<file path="config.mk">
export PLATFORM = sky130hd
export DESIGN_NAME = pin_status_tracker
export DESIGN_NICKNAME = d
export VERILOG_FILES = /design/src/rtl/pin_track_pkg.sv /design/src/rtl/pin_flag_ctrl.sv /design/src/rtl/pin_slot_table.sv /design/src/rtl/pin_squash_pulse.sv /design/src/rtl/pin_status_tracker.sv
export SDC_FILE = /design/constraint.sdc
export NUM_CORES = 1
export LEC_CHECK = 0
export ABC_AREA = 1
export BUFFER_PORTS_ARGS = -buffer_cell sky130_fd_sc_hd__buf_2
export CORE_MARGIN = 8
export CORE_UTILIZATION = 53
export DETAILED_ROUTE_END_ITERATION = 6
export GPL_ROUTABILITY_DRIVEN = 0
export PLACE_DENSITY_LB_ADDON = 0.3
export SLEW_MARGIN = 20
export SYNTH_ARGS = -nofsm -noshare
export SYNTH_HDL_FRONTEND = slang
export SYNTH_HIERARCHICAL = 1
export SYNTH_SLANG_ARGS = --single-unit
</file>
<file path="constraint.sdc">
create_clock -name clk -period 1.9 [get_ports clk]
set_input_delay 0 -clock clk [delete_from_list [all_inputs] [get_ports clk]]
set_output_delay 0 -clock clk [all_outputs]
set_load 0.02 [all_outputs]
</file>
<file path="src/rtl/pin_track_pkg.sv">
package pin_track_pkg;

    typedef struct packed {
        logic renamed;
        logic written;
        logic sq_done;
    } pin_flags_t;

    localparam pin_flags_t PIN_FLAGS_CLR = '{renamed: 1'b0, written: 1'b0, sq_done: 1'b0};

    // A pinned rename is legal before any writeback or undo
    function automatic logic pin_rename_ok(pin_flags_t f);
        return !f.written && !f.sq_done;
    endfunction

    // A pinned writeback needs a prior pinned rename and no undo yet
    function automatic logic pin_wb_ok(pin_flags_t f);
        return f.renamed && !f.sq_done;
    endfunction

    // Squash undo is due once, after a pinned rename
    function automatic logic pin_undo_due(pin_flags_t f);
        return f.renamed && !f.sq_done;
    endfunction

endpackage

</file>
<file path="src/rtl/pin_flag_ctrl.sv">
module pin_flag_ctrl
    import pin_track_pkg::*;
(
    input  logic       clk,
    input  logic       rst,
    input  logic       ren_valid,
    input  logic       ren_pinned,
    input  logic       wb_valid,
    input  logic       sq_valid,
    input  logic       sq_lsq,
    output pin_flags_t flags_q,
    output logic       squashed_q,
    output logic       squashed_lsq_q,
    output logic       err_q,
    output logic       ren_accept,
    output logic       undo,
    output logic       undo_wtc
);

    pin_flags_t flags_d;
    logic       err_d;

    // Ordering within a cycle: rename, writeback, squash
    always_comb begin
        pin_flags_t f;
        logic       e;
        f          = flags_q;
        e          = 1'b0;
        ren_accept = 1'b1;
        if (ren_valid && ren_pinned) begin
            if (pin_rename_ok(f)) begin
                f.renamed = 1'b1;
            end else begin
                e          = 1'b1;
                ren_accept = 1'b0;
            end
        end
        if (wb_valid) begin
            if (pin_wb_ok(f)) f.written = 1'b1;
            else              e         = 1'b1;
        end
        undo     = sq_valid && pin_undo_due(f);
        undo_wtc = f.written;
        if (undo) f.sq_done = 1'b1;
        flags_d = f;
        err_d   = err_q | e;
    end

    always_ff @(posedge clk) begin
        if (rst) begin
            flags_q        <= PIN_FLAGS_CLR;
            squashed_q     <= 1'b0;
            squashed_lsq_q <= 1'b0;
            err_q          <= 1'b0;
        end else begin
            flags_q        <= flags_d;
            err_q          <= err_d;
            squashed_q     <= squashed_q | sq_valid;
            squashed_lsq_q <= squashed_lsq_q | (sq_valid & sq_lsq);
        end
    end

endmodule

</file>
<file path="src/rtl/pin_slot_table.sv">
module pin_slot_table #(
    parameter int NUM_SLOTS = 4,
    parameter int PREG_W    = 7,
    parameter int SLOT_W    = 2
) (
    input  logic                        clk,
    input  logic                        rst,
    input  logic                        ren_valid,
    input  logic                        ren_accept,
    input  logic [SLOT_W-1:0]           ren_slot,
    input  logic                        ren_pinned,
    input  logic [PREG_W-1:0]           ren_preg,
    output logic [NUM_SLOTS-1:0]        pin_nx,
    output logic [NUM_SLOTS*PREG_W-1:0] preg_nx
);

    for (genvar s = 0; s < NUM_SLOTS; s++) begin : g_slot
        logic              pin_q;
        logic [PREG_W-1:0] preg_q;
        logic              hit;

        assign hit                          = ren_valid && ren_accept && (ren_slot == SLOT_W'(s));
        assign pin_nx[s]                    = hit ? ren_pinned : pin_q;
        assign preg_nx[s*PREG_W +: PREG_W]  = hit ? ren_preg   : preg_q;

        always_ff @(posedge clk) begin
            if (rst) begin
                pin_q  <= 1'b0;
                preg_q <= '0;
            end else begin
                pin_q  <= pin_nx[s];
                preg_q <= preg_nx[s*PREG_W +: PREG_W];
            end
        end
    end

endmodule

</file>
<file path="src/rtl/pin_squash_pulse.sv">
module pin_squash_pulse #(
    parameter int NUM_SLOTS = 4,
    parameter int PREG_W    = 7
) (
    input  logic                        clk,
    input  logic                        rst,
    input  logic                        undo,
    input  logic                        undo_wtc,
    input  logic [NUM_SLOTS-1:0]        pin_nx,
    input  logic [NUM_SLOTS*PREG_W-1:0] preg_nx,
    output logic [NUM_SLOTS-1:0]        pw_q,
    output logic [NUM_SLOTS-1:0]        wtc_q,
    output logic [NUM_SLOTS*PREG_W-1:0] preg_q
);

    for (genvar s = 0; s < NUM_SLOTS; s++) begin : g_pulse
        logic pw_d;
        assign pw_d = undo & pin_nx[s];

        always_ff @(posedge clk) begin
            if (rst) begin
                pw_q[s]                    <= 1'b0;
                wtc_q[s]                   <= 1'b0;
                preg_q[s*PREG_W +: PREG_W] <= '0;
            end else begin
                pw_q[s]                    <= pw_d;
                wtc_q[s]                   <= pw_d & undo_wtc;
                preg_q[s*PREG_W +: PREG_W] <= pw_d ? preg_nx[s*PREG_W +: PREG_W] : '0;
            end
        end
    end

endmodule

</file>
<file path="src/rtl/pin_status_tracker.sv">
module pin_status_tracker
    import pin_track_pkg::*;
#(
    parameter int NUM_SLOTS = 4,
    parameter int PREG_W    = 7,
    localparam int SLOT_W   = (NUM_SLOTS > 1) ? $clog2(NUM_SLOTS) : 1
) (
    input  logic                        clk,
    input  logic                        rst,
    input  logic                        ren_valid,
    input  logic [SLOT_W-1:0]           ren_slot,
    input  logic [PREG_W-1:0]           ren_preg,
    input  logic                        ren_pinned,
    input  logic                        wb_valid,
    input  logic                        sq_valid,
    input  logic                        sq_lsq,
    output logic                        squashed,
    output logic                        squashed_lsq,
    output logic                        pin_renamed,
    output logic                        pin_written,
    output logic                        pin_sq_done,
    output logic                        err,
    output logic [NUM_SLOTS-1:0]        inc_pw_valid,
    output logic [NUM_SLOTS-1:0]        inc_wtc_valid,
    output logic [NUM_SLOTS*PREG_W-1:0] inc_preg
);

    pin_flags_t                  flags;
    logic                        ren_accept;
    logic                        undo;
    logic                        undo_wtc;
    logic [NUM_SLOTS-1:0]        pin_nx;
    logic [NUM_SLOTS*PREG_W-1:0] preg_nx;

    pin_flag_ctrl u_flags (
        .clk            (clk),
        .rst            (rst),
        .ren_valid      (ren_valid),
        .ren_pinned     (ren_pinned),
        .wb_valid       (wb_valid),
        .sq_valid       (sq_valid),
        .sq_lsq         (sq_lsq),
        .flags_q        (flags),
        .squashed_q     (squashed),
        .squashed_lsq_q (squashed_lsq),
        .err_q          (err),
        .ren_accept     (ren_accept),
        .undo           (undo),
        .undo_wtc       (undo_wtc)
    );

    pin_slot_table #(.NUM_SLOTS(NUM_SLOTS), .PREG_W(PREG_W), .SLOT_W(SLOT_W)) u_slots (
        .clk        (clk),
        .rst        (rst),
        .ren_valid  (ren_valid),
        .ren_accept (ren_accept),
        .ren_slot   (ren_slot),
        .ren_pinned (ren_pinned),
        .ren_preg   (ren_preg),
        .pin_nx     (pin_nx),
        .preg_nx    (preg_nx)
    );

    pin_squash_pulse #(.NUM_SLOTS(NUM_SLOTS), .PREG_W(PREG_W)) u_pulse (
        .clk      (clk),
        .rst      (rst),
        .undo     (undo),
        .undo_wtc (undo_wtc),
        .pin_nx   (pin_nx),
        .preg_nx  (preg_nx),
        .pw_q     (inc_pw_valid),
        .wtc_q    (inc_wtc_valid),
        .preg_q   (inc_preg)
    );

    assign pin_renamed = flags.renamed;
    assign pin_written = flags.written;
    assign pin_sq_done = flags.sq_done;

endmodule

</file>
-- After elaboration in Yosys (flattened, before gate mapping)
Cells that the tools add are included.
- muxes and demuxes: 18
- reduce and logical (&&, ||, !) cells: 16
- bitwise gates (word level): 16
- eq/ne operators: 3
- operators by type and width (cell ; number):
    $mux 7 ; 4
    $mux 1 ; 14
    $and 1x1->1 ; 9
    $logic_and 1x1->1 ; 9
    $reduce_or 2->1 ; 4
    $eq 2x2->1 const B ; 2
    $not 1->1 ; 4
    $or 1x1->1 ; 3
    $eq 2x1->1 const B ; 1
    $logic_not 1->1 ; 2
    $logic_not 2->1 ; 1
- input port bits: 16
- logic and storage cells: 79
- register bits: 74
- output and inout port bits: 42

-- Longest topological paths before layout
- word-level depth: 10
- gate-level depth with buffers: 11
- mapped depth without buffers: 11

-- Hierarchy
The synthesis kept the hierarchy.
- modules (own cells, without submodules) (module ; instances ; seq. area each (µm²) ; area each (µm²) ; cells an instance):
    pin_slot_table ; 1 ; 640.6 ; 1547.7 ; 251
    pin_squash_pulse ; 1 ; 720.7 ; 1008.5 ; 106
    pin_flag_ctrl ; 1 ; 120.1 ; 237.7 ; 32

-- Worst setup path before layout
OpenSTA, ideal clock, no wires.
- path type: reg-to-reg
- start: reg u_flags/flags_q[0] (netlist name)
- end: reg u_pulse.preg_q[0]
- cell stages (with the launch flop): 12
- period minus slack after synthesis: 1.571 ns
- buffers on the path: 1
- library setup time: 0.116 ns
- data required time: 1.784 ns
- data arrival time: 1.455 ns
- slack: 0.329 ns
- path through: dfxtp_1 -> nor2_2 -> nor2_1 -> inv_1 -> nand2_1 -> inv_2 -> buf_4 -> nand3_1 -> nand2_1 -> inv_1 -> nand3_2 -> nor2_1
- cells in the longest elaborated chain, start to end: 10
- elaborated cells on any way between the ends: 15
- those cells by class: mux: 6; bitwise: 2; reduce/logical: 7
- RTL lines (item ; line ; text):
    start, declared ; pin_flag_ctrl.sv:11 ; output pin_flags_t flags_q,
    start signal, assigned ; pin_flag_ctrl.sv:56 ; flags_q <= flags_d;
    $logic_not 1->1 ; pin_track_pkg.sv:13 ; return !f.written && !f.sq_done;
    $logic_and 1x1->1 ; pin_track_pkg.sv:13 ;
    $mux 1 ; pin_flag_ctrl.sv:31 ; if (pin_rename_ok(f)) begin
    $mux 1 ; pin_flag_ctrl.sv:30 ; if (ren_valid && ren_pinned) begin
    net ren_accept ; pin_status_tracker.sv:29 ; logic ren_accept;
    $logic_and 1x1->1 (2 in series) ; pin_slot_table.sv:22 ; assign hit = ren_valid && ren_accept && (ren_slot == SLOT_W'(s));
    $mux 1 ; pin_slot_table.sv:23 ; assign pin_nx[s] = hit ? ren_pinned : pin_q;
    net pin_nx[0] ; pin_status_tracker.sv:32 ; logic [NUM_SLOTS-1:0] pin_nx;
    $and 1x1->1 ; pin_squash_pulse.sv:18 ; assign pw_d = undo & pin_nx[s];
    $not 1->1 (no line) ; - ;
    $reduce_or 2->1 (no line) ; - ;
    end signal, assigned by index ; pin_squash_pulse.sv:28 ; preg_q[s*PREG_W +: PREG_W] <= pw_d ? preg_nx[s*PREG_W +: PREG_W] : '0;
    end, declared ; pin_squash_pulse.sv:13 ; output logic [NUM_SLOTS*PREG_W-1:0] preg_q
The timed path passes the listed nets, and every way through them passes these cells.
A chain may end at the register's enable or synchronous reset.

-- Worst setup path in the final report
- start: reg u_flags/flags_q[0] (netlist name)
- end: reg u_pulse.preg_q[4]
Same word-level chain as after synthesis.

==> metrics.yaml <==
outcome: "finished clean"
grt.overflow.total: 0
placed_area_um2: 3190
design_area_um2: 3430
hold_path.startpoint: "ren_pinned"
cts_sinks: 74
fin_skew_ps: 8.13
max_freq_mhz: 612
power_w: 0.00316
row_count: 26
critical_path_class: "register to register"
dieHeight_um: 88.6
ios: 58
crit_fanout: 18
min_path_type: "primary input to register"
core_area_um2: 5110
place.port_buffers: 57
worstPathRequired_ps: 2170
power_switching_w: 0.000770
layout_common_cells: "115 x inv_1, 78 x nand2_1, 74 x dfxtp_1"
area_delta_synth_final_pct: 22.6
yosysTopAreaCellShare: 0.530
htreeDepth: 3
reg2reg_depth: 11
fin_crit_sh: 0.860
whs_path_depth: 5
ff2ff_setup_slack_ps: 270
rsz0062_at_grt: "no"
p_seq_frac: 0.512
r2r_start: "u_flags/flags_q[0]$_SDFFE_PP0P_"
synth.largest_area_cell: "dfxtp_1"
hold_viol_final: 0
vias_per_cell: 4.28
netlist-cell-type-count: 14
ys_ff_latch: 74
multiInputGateArea_um2: 851
ir_drop_mv: 0.649
hpwlAfterDp_um: 4170
grt_max_degree: 39
synthCells: 389
cts_buffers: 9
wirelength_um: 5930
drive_above_1_share: 0.201
grt_pass1_vias: 2303
root_buffer: "clkbuf_8"
yosys-top-cells-area: "dfxtp_1 53%, inv_1 15%, nand2_1 10%"
dieWidth_um: 88.6
cts_tree: "done"
setup_slack_ps: 266
layout_commonest_cell: "inv_1"
tns_ps: 0
antenna_found_initial: 0
clockBufferDepth: 2
arrival_ps: 1910
cp-start-kind: "register"
ys_seq_area_frac: 0.530
diodes: 0
drc: 0
cap_violations: 0
insertion_delay_ps: 340
register_area_um2: 1480
max_slew_margin: 0.727
die_area_um2: 7850
ant_nets: 0
intPower_w: 0.00239
worstMarginPinSlew_ps: 409
dp_slack_ps: 191
power_frac_comb: 0.108
leakagePower_nw: 2.01
detail_route.wl_per_cell_um: 11.0
p_sw_frac: 0.244
final_max_slew_viol_count: 0
clock_power_share: 0.380
avgSynthCellArea_um2: 7.18
r2r_end: "u_pulse/preg_q[4]$_SDFF_PP0_"
initial_core_util: 0.547
post-cts-setup-buffers: 0
cellPowerDensity_nw_per_um2: 924
min_to: "u_flags/flags_q[2]$_SDFF_PP0_"
cp-end-kind: "register"
finalSetupViolCount: 0
syn_nets: 405
grt_first_pass_wirelength_um: 10200
syn_area_um2: 2790
nets: 478
path_clk_slew_ps: 70
num-fill-cells: 460
yosysWarnings: 6
period_minus_slack_ps: 1630
drt_iter0_markers: 104
groute.usage.overall: 0.169
dr.pass1.iters: 4
timing.hold.ws_ps: 39.2
vias: 2301
-- cells in the mapped netlist, drive strengths merged --
library cell and instances:
inv 116, buf 2, nand3 29, a21oi 5, nor2 76, dfxtp 74
clkbuf 3, nand2 84
-- critical path: stages (launching register included) --
cell and delay, ps:
dfxtp_1 340, nor2_2 140, nor2_1 70, inv_1 50, nand2_1 90, inv_4 210, nand2_4 110, nand2_1 80
nand2_1 60, inv_1 70, nand3_2 180, nor2_1 150
-- power by group through the flow --
| stage | sequential, W | combinational, W | clock (W) |
|---|---|---|---|
| after global placement | 0.00165 | 0.000320 | 0 |
| after CTS | 0.00162 | 0.000340 | 0.00124 |
| final | 0.00162 | 0.000341 | 0.00120 |
| after detailed placement | 0.00166 | 0.000329 | 0 |
| after global routing | 0.00163 | 0.000392 | 0.00132 |
| after floorplan | 0.00167 | 0.000217 | 0 |
-- kinds of logic (layout without fill, tap and decap cells) --
kind of cell,after synthesis,count (layout),share of synthesized area
flops,74,74,0.530
simple gates,189,189,0.296
buf+inv,121,199,0.165
compound gates,5,5,0.00896
-- metrics by stage --
| stage | utilization | cells |
|---|---|---|
| 2_1_floorplan | - | 389 |
| 3_3_place_gp | 0.624 | 517 |
| 3_5_place_dp | 0.624 | 517 |
| 4_1_cts | 0.670 | 537 |
| 5_1_grt | 0.671 | 537 |
| 6_report | 0.671 | 537 |
-- how the worst max path moves through the flow --
| stage | startpoint | to | slack, ps |
|---|---|---|---|
| 2_1_floorplan | u_flags/flags_q[0]$_SDFFE_PP0P_ | u_pulse/preg_q[0]$_SDFF_PP0_ | 330 |
| 3_3_place_gp | u_flags/flags_q[0]$_SDFFE_PP0P_ | u_pulse/preg_q[20]$_SDFF_PP0_ | 270 |
| 3_5_place_dp | u_flags/flags_q[0]$_SDFFE_PP0P_ | u_pulse/preg_q[4]$_SDFF_PP0_ | 190 |
| 4_1_cts | u_flags/flags_q[0]$_SDFFE_PP0P_ | u_pulse/preg_q[4]$_SDFF_PP0_ | 160 |
| 5_1_grt | u_flags/flags_q[0]$_SDFFE_PP0P_ | u_pulse/preg_q[8]$_SDFF_PP0_ | 60 |
| 6_report | u_flags/flags_q[0]$_SDFFE_PP0P_ | u_pulse/preg_q[4]$_SDFF_PP0_ | 270 |
-- sequential cells by signal, summed over array words and instances, names as in the netlist, 3 cells and up --
register,flops
u_slots/g_slot.preg_q,28
u_pulse/pw_q,4
u_pulse/wtc_q,4
u_flags/flags_q,3
u_slots/g_slot.pin_q,4
u_pulse/preg_q,28
-- repair_timing --
action	CTS	global route
gates resized for setup	0	2
hold endpoints to repair	5	0
endpoints found under the setup margin	0	7
hold buffers	4	0
-- area by class of cell --
class                   instances  share of cell area
clock buffers                  14              0.0475
clock inverters                 2              0.0102
inverters                     116               0.128
multi-input cells             194               0.248
flip-flops and latches         74               0.432
well taps                      70              0.0256
repair buffers                 67               0.108
-- layer usage --
layer  wire (µm)  GRT usage  up-vias
met5           0          0        -
met2        2740      0.274       63
met4          76     0.0768        0
met1        2620      0.194      995
li1            -          -     1236
met3         496     0.0622        7
No activity file was read; power rests on OpenSTA's default activity.
